**src/rtl/lts_pkg.sv**
```systemverilog
package lts_pkg;

    typedef enum logic [2:0] {
        ST_IDLE,
        ST_SPEED,
        ST_CHECK,
        ST_KICK,
        ST_WAIT,
        ST_GOOD,
        ST_FAIL
    } lts_state_e;

    localparam int unsigned US_PER_S = 1_000_000;

endpackage

```
**src/rtl/lts_status_decode.sv**
```systemverilog
module lts_status_decode #(
    parameter int unsigned       STATE_W    = 6,
    parameter logic [STATE_W-1:0] STUCK_CODE = 6'h0D
) (
    input  logic               link_up_i,
    input  logic               in_training_i,
    input  logic [STATE_W-1:0] ltssm_state_i,
    input  logic               rx_valid_i,
    output logic               up_ok_o,
    output logic               stuck_o
);

    // Link is established only when up and no longer training.
    always_comb begin
        up_ok_o = link_up_i && !in_training_i;
        stuck_o = (ltssm_state_i == STUCK_CODE) && !rx_valid_i;
    end

endmodule

```
**src/rtl/lts_interval_timer.sv**
```systemverilog
module lts_interval_timer #(
    parameter int unsigned W = 8
) (
    input  logic         clk,
    input  logic         rst_n,
    input  logic         load_i,
    input  logic [W-1:0] load_val_i,
    output logic         expired_o
);

    logic [W-1:0] cnt_q;

    always_ff @(posedge clk or negedge rst_n) begin
        if (!rst_n) begin
            cnt_q <= '0;
        end else if (load_i) begin
            cnt_q <= load_val_i;
        end else if (cnt_q != '0) begin
            cnt_q <= cnt_q - 1'b1;
        end
    end

    assign expired_o = (cnt_q == '0);

endmodule

```
**src/rtl/lts_attempt_counter.sv**
```systemverilog
module lts_attempt_counter #(
    parameter int unsigned MAX_TRIES = 4000
) (
    input  logic clk,
    input  logic rst_n,
    input  logic clear_i,
    input  logic inc_i,
    output logic last_o
);

    localparam int unsigned CW = $clog2(MAX_TRIES + 1);

    logic [CW-1:0] tries_q;

    always_ff @(posedge clk or negedge rst_n) begin
        if (!rst_n) begin
            tries_q <= '0;
        end else if (clear_i) begin
            tries_q <= '0;
        end else if (inc_i && tries_q != CW'(MAX_TRIES - 1)) begin
            tries_q <= tries_q + 1'b1;
        end
    end

    assign last_o = (tries_q == CW'(MAX_TRIES - 1));

    // the count never runs past the budget
    a_r8_tries_bounded: assert property (@(posedge clk) disable iff (!rst_n)
        tries_q <= CW'(MAX_TRIES - 1));

endmodule

```
**src/rtl/lts_override_mux.sv**
```systemverilog
module lts_override_mux #(
    parameter int unsigned W        = 16,
    parameter int unsigned DATA_BIT = 5,
    parameter int unsigned PLL_BIT  = 3
) (
    input  logic         pulse_i,
    input  logic [W-1:0] base_i,
    output logic [W-1:0] word_o
);

    localparam logic [W-1:0] MASK = (W'(1) << DATA_BIT) | (W'(1) << PLL_BIT);

    // Read-modify-write: only the two override bits are touched.
    always_comb begin
        if (pulse_i) begin
            word_o = base_i | MASK;
        end else begin
            word_o = base_i & ~MASK;
        end
    end

endmodule

```
**src/rtl/link_train_supervisor.sv**
```systemverilog
module link_train_supervisor
    import lts_pkg::*;
#(
    parameter int unsigned CLK_HZ      = 50_000_000,
    parameter int unsigned POLL_US     = 10,
    parameter int unsigned KICK_US     = 3000,
    parameter int unsigned MAX_TRIES   = 4000,
    parameter int unsigned STATE_W     = 6,
    parameter logic [5:0]  STUCK_CODE  = 6'h0D,
    parameter int unsigned OVR_W       = 16,
    parameter int unsigned DATA_BIT    = 5,
    parameter int unsigned PLL_BIT     = 3,
    parameter int unsigned CFG_W       = 16,
    parameter int unsigned SPEED_W     = 4,
    parameter int unsigned SPEED_GEN1  = 1
) (
    input  logic               clk,
    input  logic               rst_n,
    input  logic               start_i,
    input  logic               link_up_i,
    input  logic               in_training_i,
    input  logic [STATE_W-1:0] ltssm_state_i,
    input  logic               rx_valid_i,
    input  logic [OVR_W-1:0]   ovr_base_i,
    input  logic [CFG_W-1:0]   speed_cfg_i,
    output logic               train_en_o,
    output logic [CFG_W-1:0]   speed_cfg_o,
    output logic [OVR_W-1:0]   ovr_word_o,
    output logic               rx_data_en_ovr_o,
    output logic               rx_pll_en_ovr_o,
    output logic               link_good_o,
    output logic               link_fail_o
);

    localparam int unsigned CYC_PER_US = (CLK_HZ / US_PER_S) > 0 ? (CLK_HZ / US_PER_S) : 1;
    localparam int unsigned POLL_RAW   = CYC_PER_US * POLL_US;
    localparam int unsigned KICK_RAW   = CYC_PER_US * KICK_US;
    localparam int unsigned POLL_CYC   = POLL_RAW > 0 ? POLL_RAW : 1;
    localparam int unsigned KICK_CYC   = KICK_RAW > 0 ? KICK_RAW : 1;
    localparam int unsigned LONGEST    = KICK_CYC > POLL_CYC ? KICK_CYC : POLL_CYC;
    localparam int unsigned TMR_W      = $clog2(LONGEST + 1);
    localparam int unsigned LEN_W      = TMR_W + 1;

    lts_state_e state_q, state_d;

    logic             up_ok, stuck;
    logic             tmr_load, tmr_expired;
    logic [TMR_W-1:0] tmr_val;
    logic             tries_clr, tries_inc, tries_last;
    logic             speed_forced_q;
    logic             pulse;

    lts_status_decode #(
        .STATE_W    (STATE_W),
        .STUCK_CODE (STUCK_CODE)
    ) u_decode (
        .link_up_i     (link_up_i),
        .in_training_i (in_training_i),
        .ltssm_state_i (ltssm_state_i),
        .rx_valid_i    (rx_valid_i),
        .up_ok_o       (up_ok),
        .stuck_o       (stuck)
    );

    lts_interval_timer #(
        .W (TMR_W)
    ) u_timer (
        .clk        (clk),
        .rst_n      (rst_n),
        .load_i     (tmr_load),
        .load_val_i (tmr_val),
        .expired_o  (tmr_expired)
    );

    lts_attempt_counter #(
        .MAX_TRIES (MAX_TRIES)
    ) u_tries (
        .clk     (clk),
        .rst_n   (rst_n),
        .clear_i (tries_clr),
        .inc_i   (tries_inc),
        .last_o  (tries_last)
    );

    lts_override_mux #(
        .W        (OVR_W),
        .DATA_BIT (DATA_BIT),
        .PLL_BIT  (PLL_BIT)
    ) u_ovr (
        .pulse_i (pulse),
        .base_i  (ovr_base_i),
        .word_o  (ovr_word_o)
    );

    // Next-state and sequencing controls
    always_comb begin
        state_d   = state_q;
        tmr_load  = 1'b0;
        tmr_val   = '0;
        tries_clr = 1'b0;
        tries_inc = 1'b0;
        if (start_i) begin
            state_d   = ST_SPEED;
            tries_clr = 1'b1;
        end else begin
            unique case (state_q)
                ST_IDLE:  state_d = ST_IDLE;
                ST_SPEED: state_d = ST_CHECK;
                ST_CHECK: begin
                    if (up_ok) begin
                        state_d = ST_GOOD;
                    end else if (stuck) begin
                        state_d  = ST_KICK;
                        tmr_load = 1'b1;
                        tmr_val  = TMR_W'(KICK_CYC - 1);
                    end else begin
                        state_d  = ST_WAIT;
                        tmr_load = 1'b1;
                        tmr_val  = TMR_W'(POLL_CYC - 1);
                    end
                end
                ST_KICK: begin
                    if (tmr_expired) begin
                        state_d  = ST_WAIT;
                        tmr_load = 1'b1;
                        tmr_val  = TMR_W'(POLL_CYC - 1);
                    end
                end
                ST_WAIT: begin
                    if (tmr_expired) begin
                        if (tries_last) begin
                            state_d = ST_FAIL;
                        end else begin
                            state_d   = ST_CHECK;
                            tries_inc = 1'b1;
                        end
                    end
                end
                ST_GOOD:  state_d = ST_GOOD;
                ST_FAIL:  state_d = ST_FAIL;
                default:  state_d = ST_IDLE;
            endcase
        end
    end

    // State register
    always_ff @(posedge clk or negedge rst_n) begin
        if (!rst_n) begin
            state_q <= ST_IDLE;
        end else begin
            state_q <= state_d;
        end
    end

    // Target-speed field is pinned from the start request onward
    always_ff @(posedge clk or negedge rst_n) begin
        if (!rst_n) begin
            speed_forced_q <= 1'b0;
        end else if (start_i) begin
            speed_forced_q <= 1'b1;
        end
    end

    // Outputs from the current state
    always_comb begin
        train_en_o       = 1'b0;
        pulse            = 1'b0;
        link_good_o      = 1'b0;
        link_fail_o      = 1'b0;
        unique case (state_q)
            ST_IDLE, ST_SPEED: ;
            ST_CHECK, ST_WAIT: train_en_o = 1'b1;
            ST_KICK: begin
                train_en_o = 1'b1;
                pulse      = 1'b1;
            end
            ST_GOOD: begin
                train_en_o  = 1'b1;
                link_good_o = 1'b1;
            end
            ST_FAIL:  link_fail_o = 1'b1;
            default: ;
        endcase
        rx_data_en_ovr_o = ovr_word_o[DATA_BIT];
        rx_pll_en_ovr_o  = ovr_word_o[PLL_BIT];
        speed_cfg_o      = speed_cfg_i;
        if (speed_forced_q) begin
            speed_cfg_o[SPEED_W-1:0] = SPEED_W'(SPEED_GEN1);
        end
    end

    // Pulse-length observer for the R5 window check
    logic [LEN_W-1:0] kick_len_q;
    always_ff @(posedge clk or negedge rst_n) begin
        if (!rst_n) begin
            kick_len_q <= '0;
        end else if (rx_data_en_ovr_o) begin
            kick_len_q <= kick_len_q + 1'b1;
        end else begin
            kick_len_q <= '0;
        end
    end

    a_r5_pulse_len: assert property (@(posedge clk) disable iff (!rst_n)
        $fell(rx_data_en_ovr_o) |-> (kick_len_q == LEN_W'(KICK_CYC)) || $past(start_i));

    a_r5_kick_cause: assert property (@(posedge clk) disable iff (!rst_n)
        $rose(rx_data_en_ovr_o) |-> $past(ltssm_state_i == STUCK_CODE && !rx_valid_i));

    a_r7_pins_paired: assert property (@(posedge clk) disable iff (!rst_n)
        rx_data_en_ovr_o == rx_pll_en_ovr_o);

    a_r3_good_cause: assert property (@(posedge clk) disable iff (!rst_n)
        $rose(link_good_o) |-> $past(link_up_i && !in_training_i));

    a_r3_good_sticky: assert property (@(posedge clk) disable iff (!rst_n)
        link_good_o && !start_i |=> link_good_o);

    a_r2_speed_before_train: assert property (@(posedge clk) disable iff (!rst_n)
        $rose(train_en_o) |-> $past(speed_cfg_o[SPEED_W-1:0] == SPEED_W'(SPEED_GEN1)));

    a_r8_fail_sticky: assert property (@(posedge clk) disable iff (!rst_n)
        link_fail_o && !start_i |=> link_fail_o && !train_en_o);

    a_r10_exclusive: assert property (@(posedge clk) disable iff (!rst_n)
        !(link_good_o && link_fail_o));

    a_r9_restart_clears: assert property (@(posedge clk) disable iff (!rst_n)
        start_i |=> !link_good_o && !link_fail_o && !rx_data_en_ovr_o);

endmodule

```
**config.mk**
```make
export PLATFORM = sky130hd
export DESIGN_NAME = link_train_supervisor
export DESIGN_NICKNAME = d
export VERILOG_FILES = /design/src/rtl/lts_pkg.sv /design/src/rtl/lts_status_decode.sv /design/src/rtl/lts_interval_timer.sv /design/src/rtl/lts_attempt_counter.sv /design/src/rtl/lts_override_mux.sv /design/src/rtl/link_train_supervisor.sv
export SDC_FILE = /design/constraint.sdc
export NUM_CORES = 1
export LEC_CHECK = 0
export CORE_MARGIN = 2
export CORE_UTILIZATION = 30
export CTS_BUF_LIST = sky130_fd_sc_hd__clkbuf_4
export DETAILED_ROUTE_END_ITERATION = 10
export HOLD_SLACK_MARGIN = 0.06
export SKIP_CTS_REPAIR_TIMING = 1
export SYNTH_ARGS = -nofsm -noshare
export SYNTH_HDL_FRONTEND = slang
export SYNTH_SLANG_ARGS = --single-unit
```
**constraint.sdc**
```tcl
create_clock -name clk -period 2.5 [get_ports clk]
set_clock_uncertainty 0.15 [all_clocks]
set_input_delay 0.25 -clock clk [delete_from_list [all_inputs] [get_ports clk]]
set_output_delay 0.25 -clock clk [all_outputs]
set_load 0.05 [all_outputs]
```
# Yosys cells after proc, flatten, opt, wreduce, memory -nomap -nowiden
# Cells that the tools add are included.
totals:
  regBits: 34
  latch_bits: 0
  ramBits: 0
  mem_bits_ro: 0
  inputBits: 44
  n_memories: 0
op_classes:
  add_sub_neg: 2
  mul: 0
  div_mod_pow: 0
  order_cmp: 0
  eq_ne: 11
  n_shift: 0
  muxes: 31
  n_bitwise: 0
  n_reduce_logical: 11
ops:
  columns: ["op", "count"]
  rows:
  - ["18-bit two-way mux", 5]
  - ["18-bit case mux with 2 select lines", 1]
  - ["12-bit two-way mux", 2]
  - ["18-bit logical NOT", 1]
  - ["3-bit two-way mux", 6]
  - ["3-bit case mux with 6 select lines", 1]
  - ["18-bit nonzero test", 1]
  - ["18-bit by 1-bit subtractor with 18-bit output, second input constant", 1]
  - ["12-bit by 1-bit adder with 12-bit output, second input constant", 1]
  - ["12-bit == test, second input constant", 1]
  - ["1-bit two-way mux", 12]
  - ["12-bit != test, second input constant", 1]
  - ["3-bit == test, second input constant", 3]
  - ["9-bit two-way mux", 1]
  - ["3-bit by 2-bit == test with 1-bit output, second input constant", 2]
  - ["6-bit by 4-bit == test with 1-bit output, second input constant", 1]
  - ["6-bit two-way mux", 1]
  - ["3-bit != test, second input constant", 2]
  - ["4-bit two-way mux", 1]
  - ["2-bit nonzero test", 2]
  - ["4-bit OR reduction", 1]
  - ["3-bit by 1-bit == test with 1-bit output, second input constant", 1]
  - ["1-bit logical AND", 3]
  - ["1-bit logical NOT", 2]
  - ["2 further kinds", 2]

# Logic depth before layout (Yosys ltp)
# Gate-level depths: netlist of the first run.
logic_depth:
  depth_word: 8
  mapped_depth: 8
  ltp_nobuf: 7

# Modules after synthesis
# From an unflattened synthesis of the first run, not the netlist that was laid out.
hier_totals:
  hier_cells: 269
  hier_area_um2: 2391.0
modules_own_cells:
  columns: ["mod", "instances", "cells_per_inst", "area_each_um2"]
  rows:
  - ["lts_interval_timer", 1, 127, 1141.1]
  - ["lts_attempt_counter", 1, 66, 679.4]
  - ["link_train_supervisor", 1, 56, 420.4]
  - ["lts_override_mux", 1, 16, 120.1]
  - ["lts_status_decode", 1, 4, 30.0]

# Worst setup path after synthesis of the first run
# No wires, ideal clock.
synth_timing:
  kind: "register -> register"
  from: "register u_timer.cnt_q[0]"
  to: "register u_timer.cnt_q[17]"
  t_arrival_ns: 2.021
  required_ns: 2.273
  path_slack_ns: 0.252
  path_stages_with_launch: 9
  path_buffers: 1
  period_less_slack_ns: 2.248
  path_cell_list: "dfrtp_1 inv_1 ha_1 nor4b_4 and4_2 buf_4 a31o_2 mux2_2 a21oi_1"
synth_via:
  elab_chain_len: 5
  word_cells_on_any_way: 9
  cone_classes: "add/sub: 1; mux: 5; reduce/logical: 3"
synth_rtl:
  columns: ["element", "line_no", "text"]
  rows:
  - ["from (decl)", "lts_interval_timer.sv:11", "logic [W-1:0] cnt_q;"]
  - ["from (signal assigned)", "lts_interval_timer.sv:17", "cnt_q <= load_val_i;"]
  - ["from (signal assigned)", "lts_interval_timer.sv:19", "cnt_q <= cnt_q - 1'b1;"]
  - ["parallel branches: the longest is 5 deep, another holds 18-bit by 1-bit subtractor with 18-bit output", null, null]
# Several ways; the timed one is not identified. The select of a mux whose other input is x is not followed.
# A chain may end at the register's enable or synchronous reset.

# Final worst setup path of the first run
layout_timing:
  from: "register u_timer.cnt_q[1]"
  to: "register u_tries.tries_q[1]"
layout_via:
  elab_chain_len: 6
layout_rtl:
  columns: ["element", "line_no", "text"]
  rows:
  - ["18-bit logical NOT", "lts_interval_timer.sv:23", "assign expired_o = (cnt_q == '0);"]
  - ["1-bit two-way mux", "link_train_supervisor.sv:130", "if (tmr_expired) begin"]
  - ["1-bit two-way mux", "link_train_supervisor.sv:106", "unique case (state_q)"]
  - ["1-bit two-way mux", "link_train_supervisor.sv:102", "if (start_i) begin"]
  - ["1-bit logical AND", "lts_attempt_counter.sv:20", "end else if (inc_i && tries_q != CW'(MAX_TRIES - 1)) begin"]
  - ["2-bit nonzero test (no line)", null, null]
  - ["to (signal assigned)", "lts_attempt_counter.sv:21", "tries_q <= tries_q + 1'b1;"]
  - ["to (decl)", "lts_attempt_counter.sv:13", "logic [CW-1:0] tries_q;"]
# Every way passes these cells.

==> results of run 1 <==
placed cells by master (no fill, tap or decap), types with 2 or more instances in the layout:
cell and count:
o21ai_0 7, dlymetal6s2s_1 3, nor4_1 6, nor2b_1 5, a21boi_0 2, a211oi_1 3
nor3_1 11, clkdlybuf4s50_1 19, a21oi_1 9, dfrtp_1 34, ha_1 2, nand4_1 4
o211ai_1 2, a21o_1 2, clkbuf_4 5, nor4_4 2, mux2i_1 2, a31oi_1 3
xnor2_1 20, nand3_1 5, and2_1 3, or2_2 3, nor3_2 2, and3_1 4
inv_1 7, buf_4 17, xor2_1 2, nor2_1 23, nand2b_1 4, nand2_1 20
layout make-up:
class,count,area (sq um),share of cell area
repair buffers,39,355,0.140
multi-input cells,167,1120,0.443
flip-flops and latches,34,851,0.336
well taps,99,124,0.0489
clock buffers,5,37.5,0.0148
clock inverters,3,16.3,0.00643
inverters,7,26.3,0.0104
sequential cells by signal, summed over array words and instances, names as in the netlist:
signal,flops
speed_forced_q,1
state_q,3
u_tries.tries_q,12
u_timer.cnt_q,18
synthesized netlist by cell type (2+ instances only):
library cell | count | area (sq um)
nor4_4 | 2 | 42.5
a21boi_0 | 2 | 15.0
nor2b_1 | 5 | 31.3
nor4_1 | 6 | 37.5
xnor2_1 | 20 | 175
a21oi_1 | 9 | 45.0
a211oi_1 | 3 | 22.5
and2_1 | 3 | 18.8
nand2b_1 | 4 | 25.0
nor3_2 | 2 | 20.0
inv_1 | 7 | 26.3
dfrtp_1 | 34 | 851
and3_1 | 4 | 25.0
mux2i_1 | 2 | 20.0
nand3_1 | 5 | 25.0
nand4_1 | 4 | 25.0
xor2_1 | 2 | 17.5
or2_2 | 3 | 18.8
buf_4 | 31 | 233
a21o_1 | 2 | 15.0
a31oi_1 | 3 | 18.8
ha_1 | 2 | 25.0
o211ai_1 | 2 | 15.0
nand2_1 | 20 | 75.1
clkbuf_1 | 4 | 15.0
nor3_1 | 11 | 55.1
o21ai_0 | 7 | 35.0
nor2_1 | 23 | 86.3
metrics by stage:
step	setup slack (ps)	instance area, sq um
floorplan	252	2260
global placement	239	2470
detailed placement	230	2470
CTS	65.8	2520
global route	19.7	2530
finish	243	2530
routing by layer:
layer | wire length, microns | track usage
met5 | 0 | 0
met3 | 242 | 0.0317
met4 | 58 | 0.0410
met2 | 2000 | 0.179
met1 | 2160 | 0.157
kinds of logic after synthesis:
family,after synthesis,synth area share
multiplexers,3,0.0139
AO/OA/AOI/OAI,34,0.0981
flip-flops,34,0.377
adder cells (fa/ha/maj),2,0.0111
AND/OR/NAND/NOR,106,0.288
XOR/XNOR,22,0.0854
buffers and inverters,43,0.126
worst max-delay path, delay by kind of cell, from the launching register on:
kind	cells	cell delay, ps
multiplexers	1	240
buffers and inverters	1	90
adder cells (fa/ha/maj)	1	170
AND/OR/NAND/NOR	4	1060
flip-flops	1	430
power by group:
part	internal (mW)	switching [mW]	leakage [nW]
clock	0.105	0.196	0.0286
sequential	0.659	0.152	0.429
combinational	0.260	0.292	0.544
how the worst max path moves through the flow:
stage                                 start                             end  slack, ps  cells past startpoint
2_1_floorplan  u_timer.cnt_q[0]$_DFFE_PN0P_   u_timer.cnt_q[17]$_DFFE_PN0P_        250                      8
3_3_place_gp   u_timer.cnt_q[1]$_DFFE_PN0P_          state_q[0]$_DFFE_PN0P_        240                      7
3_5_place_dp   u_timer.cnt_q[1]$_DFFE_PN0P_  u_tries.tries_q[1]$_DFFE_PN0P_        230                      7
4_1_cts              state_q[0]$_DFFE_PN0P_                     link_fail_o         70                      3
5_1_grt        u_timer.cnt_q[0]$_DFFE_PN0P_  u_tries.tries_q[1]$_DFFE_PN0P_         20                      7
6_report       u_timer.cnt_q[1]$_DFFE_PN0P_  u_tries.tries_q[1]$_DFFE_PN0P_        240                      7
==> reports/metrics.yaml, run 1 <==
status: "finished clean"
grt_setup_unrepaired: "no"
syn_inst: 244
row_count: 31
final_cells: 354
wl_mm: 4.46
drive_gt1_frac: 0.157
relSlewSlack: 0.560
cap_violations: 0
r2r_cells: 7
fin_crit_sh: 0.903
hold_viol: 0
holdWs_ps: 163
min_period_ps: 2260
die_y_microns: 90.7
maxSlewViolCount: 0
grt_use_total: 0.116
postRouteAntennaNets: 0
async_flop_share: 1.00
ys_ff_latch: 34
grt_max_degree: 35
synth_nets: 290
fp.dieArea_sq_um: 8230
cts_sinks: 34
crit_path_max_incr_delay_ps: 430
nets: 300
ios: 81
worst_ep_required_time_ps: 2570
min_path_type: "in -> async"
start_util: 0.311
via_per_inst: 4.77
drt_iter0_markers: 75
dp_hpwl_mm: 3.30
r2r-end: "u_tries.tries_q[1]$_DFFE_PN0P_"
fmax_ghz: 0.443
synth.distinct_cells: 50
grt_pass1_vias: 1695
drc: 0
r2r_slack_ps: 240
syn_area_sq_um: 2260
numPortBuffers: 26
wl_per_cell_microns: 12.6
yosysWarnings: 0
powerDensity_nw_per_um2: 657
vias: 1689
path_cells: "inv_1 > ha_1 > nor4b_4 > nand4_4 > nor3_4 > mux2i_1 > nor2_1"
grt-ovfl-total: 0
clk_pin_slew_ps: 120
drt-pass1-iter-count: 5
synth-edff-count: 0
p_total_mw: 1.66
cts_max_level: 2
fill_cells: 743
antenna_found_initial: 0
reg2reg_from: "u_timer.cnt_q[1]$_DFFE_PN0P_"
synthToLayoutAreaGrowth_pct: 12.1
setup_tns_ps: 0
grt_pass1_wl_mm: 7.82
synth_ff_type: "dfrtp_1"
clk_path_buf_depth: 2
n_antenna_cell: 0
cp_slowest_cell: "dfrtp_1"
gp_congestion: 0.786
path_class: "reg -> reg"
cts_root_buf: "clkbuf_4"
place_inst: 346
tightest_slew_ps: 655
utilization: 0.349
vdd_drop_max_mv: 0.472
clock_latency_ps: 340
worstSetupStartpointType: "flip-flop"
p_leak_nw: 1.00
worstSetupEndpointType: "flip-flop"
cts_buffers: 5
cts_tree: "done"
core_sq_um: 7250
synth_seq_area_share: 0.377
arrival_ps: 2330
avgSynthCellArea_sq_um: 9.25
crit_fanout: 13
die_w_microns: 90.7
setup_viol: 0
(Power assumes the default switching activity.)
==> run 2, diff against run 1 <==
- clock period: 2.5 -> 2.1 ns (I/O delays scaled with it)
==> reports/metrics.yaml, run 2 (synthesized netlist as in run 1, its figures left out) <==
n_antenna_cell: 0  # unchanged
sw_frac_of_total: 0.361  # -0.0239
clk_path_buf_depth: 2  # unchanged
p_sw_mw: 0.793  # +24%
cts_root_buf: "clkbuf_4"
wl_per_cell_microns: 12.7  # +0.84%
final_common_cell: "buf_4"
tightest_slew_ps: 454  # -201 ps
powerDensity_nw_per_um2: 782  # +19%
grt_max_degree: 35  # unchanged
p_comb_frac: 0.418  # +0.086
final_cells: 376  # +6.2%
die_y_microns: 90.7  # unchanged
vdd_drop_max_mv: 0.318  # -33%
arrival_ps: 2190  # -140 ps
grt.met1_usage: 0.136  # -0.0206
utilization: 0.387  # +0.0381
postRouteAntennaNets: 0  # unchanged
row_count: 31  # unchanged
fill_cells: 740  # -0.40%
cts_sinks: 34  # unchanged
cap_violations: 0  # unchanged
maxSlewViolCount: 0  # unchanged
r2r_cells: 9  # +2
p_leak_nw: 1.10  # +10%
place_inst: 363  # +4.9%
drt-pass1-iter-count: 4  # -1
crit_fanout: 9  # -4
numPortBuffers: 26  # unchanged
gp_congestion: 0.814  # +3.6%
pwr-share-clk: 0.163  # -0.018
vias: 1777  # +5.2%
worst_ep_required_time_ps: 2190  # -380 ps
largestRegisters: "u_timer.cnt_q: 18 flops, u_tries.tries_q: 12 flops, state_q: 3 flops"
clk_pin_slew_ps: 110  # about the same
cts_buffers: 5  # unchanged
start_util: 0.311  # unchanged
worstSetupEndpointType: "flip-flop"
path_class: "reg -> reg"
dp_hpwl_mm: 3.42  # +3.7%
die_w_microns: 90.7  # unchanged
synthToLayoutAreaGrowth_pct: 24.4
fin_crit_sh: 1.00  # +0.0972
grt_pass1_vias: 1736  # +2.4%
drc: 0  # unchanged
grt_setup_unrepaired: "yes"
r2r_slack_ps: 0.2  # -240 ps
grt.met2_usage: 0.191  # +0.0118
grt.met3_usage: 0.0284  # -0.00334
r2r-end: "u_timer.cnt_q[9]$_DFFE_PN0P_"
min_period_ps: 2100  # -157 ps
wl_mm: 4.78  # +7.1%
fmax_ghz: 0.476  # +7.5%
largest_register_ffs: 18  # unchanged
min_path_type: "in -> async"
final_cell_mix: "buf_4, dfrtp_1, nor2_1, nand2_1, xnor2_1"
hold_viol: 0  # unchanged
setup_viol: 0  # unchanged
setup_ws_ps: 0.156  # -243 ps
status: "finished clean"
core_sq_um: 7250  # unchanged
worstSetupStartpointType: "flip-flop"
grt_use_total: 0.113  # -0.00377
dp_worst_setup_slack_ps: -16.1  # -246 ps
nets: 322  # +7.3%
clock_latency_ps: 340  # about the same
drive_gt1_frac: 0.289  # +0.132
drt_iter0_markers: 63  # -16%
reg2reg_from: "u_timer.cnt_q[0]$_DFFE_PN0P_"
largest-register: "u_timer.cnt_q"
via_per_inst: 4.73  # -0.95%
seq_power_share: 0.419  # -0.068
grt_pass1_wl_mm: 7.63  # -2.4%
fp.dieArea_sq_um: 8230  # unchanged
relSlewSlack: 0.698  # +0.138
cts_tree: "done"
antenna_found_initial: 0  # unchanged
cts_max_level: 2  # unchanged
top_usage_layer: "met2"
grt-ovfl-total: 0  # unchanged
holdWs_ps: 127  # -36.4 ps
ios: 81  # unchanged
intPower_mw: 1.40  # +37%
==> run 2: changes by cell type in the layout (fill, tap and decap cells not counted), sizes merged <==
cell / delta
buf: +28
clkinvlp: -1
clkdlybuf4s50: -4
clkbuf: +2
dlymetal6s2s: -3
==> run 2: layout make-up <==
cell class                 count  area, sq um  share of cell area
clock buffer                   6         45.0              0.0160
tap                           99          124              0.0441
clock inverter                 2         8.76             0.00312
sequential                    34          851               0.303
multi-input combinational    167         1190               0.424
timing repair buffer          61          562               0.200
inverter                       7         26.3             0.00936
==> run 2: stage by stage <==
step,power [mW],TNS [ps],instance area [sq um]
floorplan,1.57,-82.6,2270
CTS,2.16,-157,2710
global placement,1.77,-4.78,2660
finish,2.20,0,2810
global route,2.34,-1040,2810
detailed placement,1.79,-25.0,2660
==> run 2: power groups by stage <==
| stage | Combinational (mW) | Clock (mW) | Sequential (mW) |
|---|---|---|---|
| 6_report | 0.918 | 0.358 | 0.920 |
| 5_1_grt | 1.01 | 0.401 | 0.938 |
| 4_1_cts | 0.865 | 0.374 | 0.918 |
| 3_5_place_dp | 0.858 | 0 | 0.931 |
| 3_3_place_gp | 0.848 | 0 | 0.925 |
| 2_1_floorplan | 0.631 | 0 | 0.934 |
==> run 2: how the worst max path moves through the flow <==
stage | startpoint | endpoint | slack (ps) | cells past startpoint
6_report | u_timer.cnt_q[0]$_DFFE_PN0P_ | u_timer.cnt_q[9]$_DFFE_PN0P_ | 0.2 | 9
4_1_cts | u_timer.cnt_q[1]$_DFFE_PN0P_ | u_timer.cnt_q[17]$_DFFE_PN0P_ | -60 | 8
3_3_place_gp | ltssm_state_i[5] | state_q[1]$_DFFE_PN0P_ | -5 | 6
5_1_grt | u_timer.cnt_q[0]$_DFFE_PN0P_ | state_q[0]$_DFFE_PN0P_ | -100 | 8
2_1_floorplan | u_timer.cnt_q[1]$_DFFE_PN0P_ | u_timer.cnt_q[17]$_DFFE_PN0P_ | -80 | 8
3_5_place_dp | u_timer.cnt_q[1]$_DFFE_PN0P_ | u_timer.cnt_q[17]$_DFFE_PN0P_ | -20 | 8
==> run 2: worst max-delay path: stages (launching register included) <==
cell      delay, ps
dfrtp_1         400
inv_2            80
ha_4            130
nor4b_4         270
nand4_4         150
buf_12          170
clkbuf_4        190
o211ai_1        210
xor2_1          180
nor2_1           60
==> run 2: layer usage <==
metal	vias up	wire length (microns)
met3	4	165
met5	-	0
met1	860	2160
met2	22	2410
li1	891	-
met4	0	40
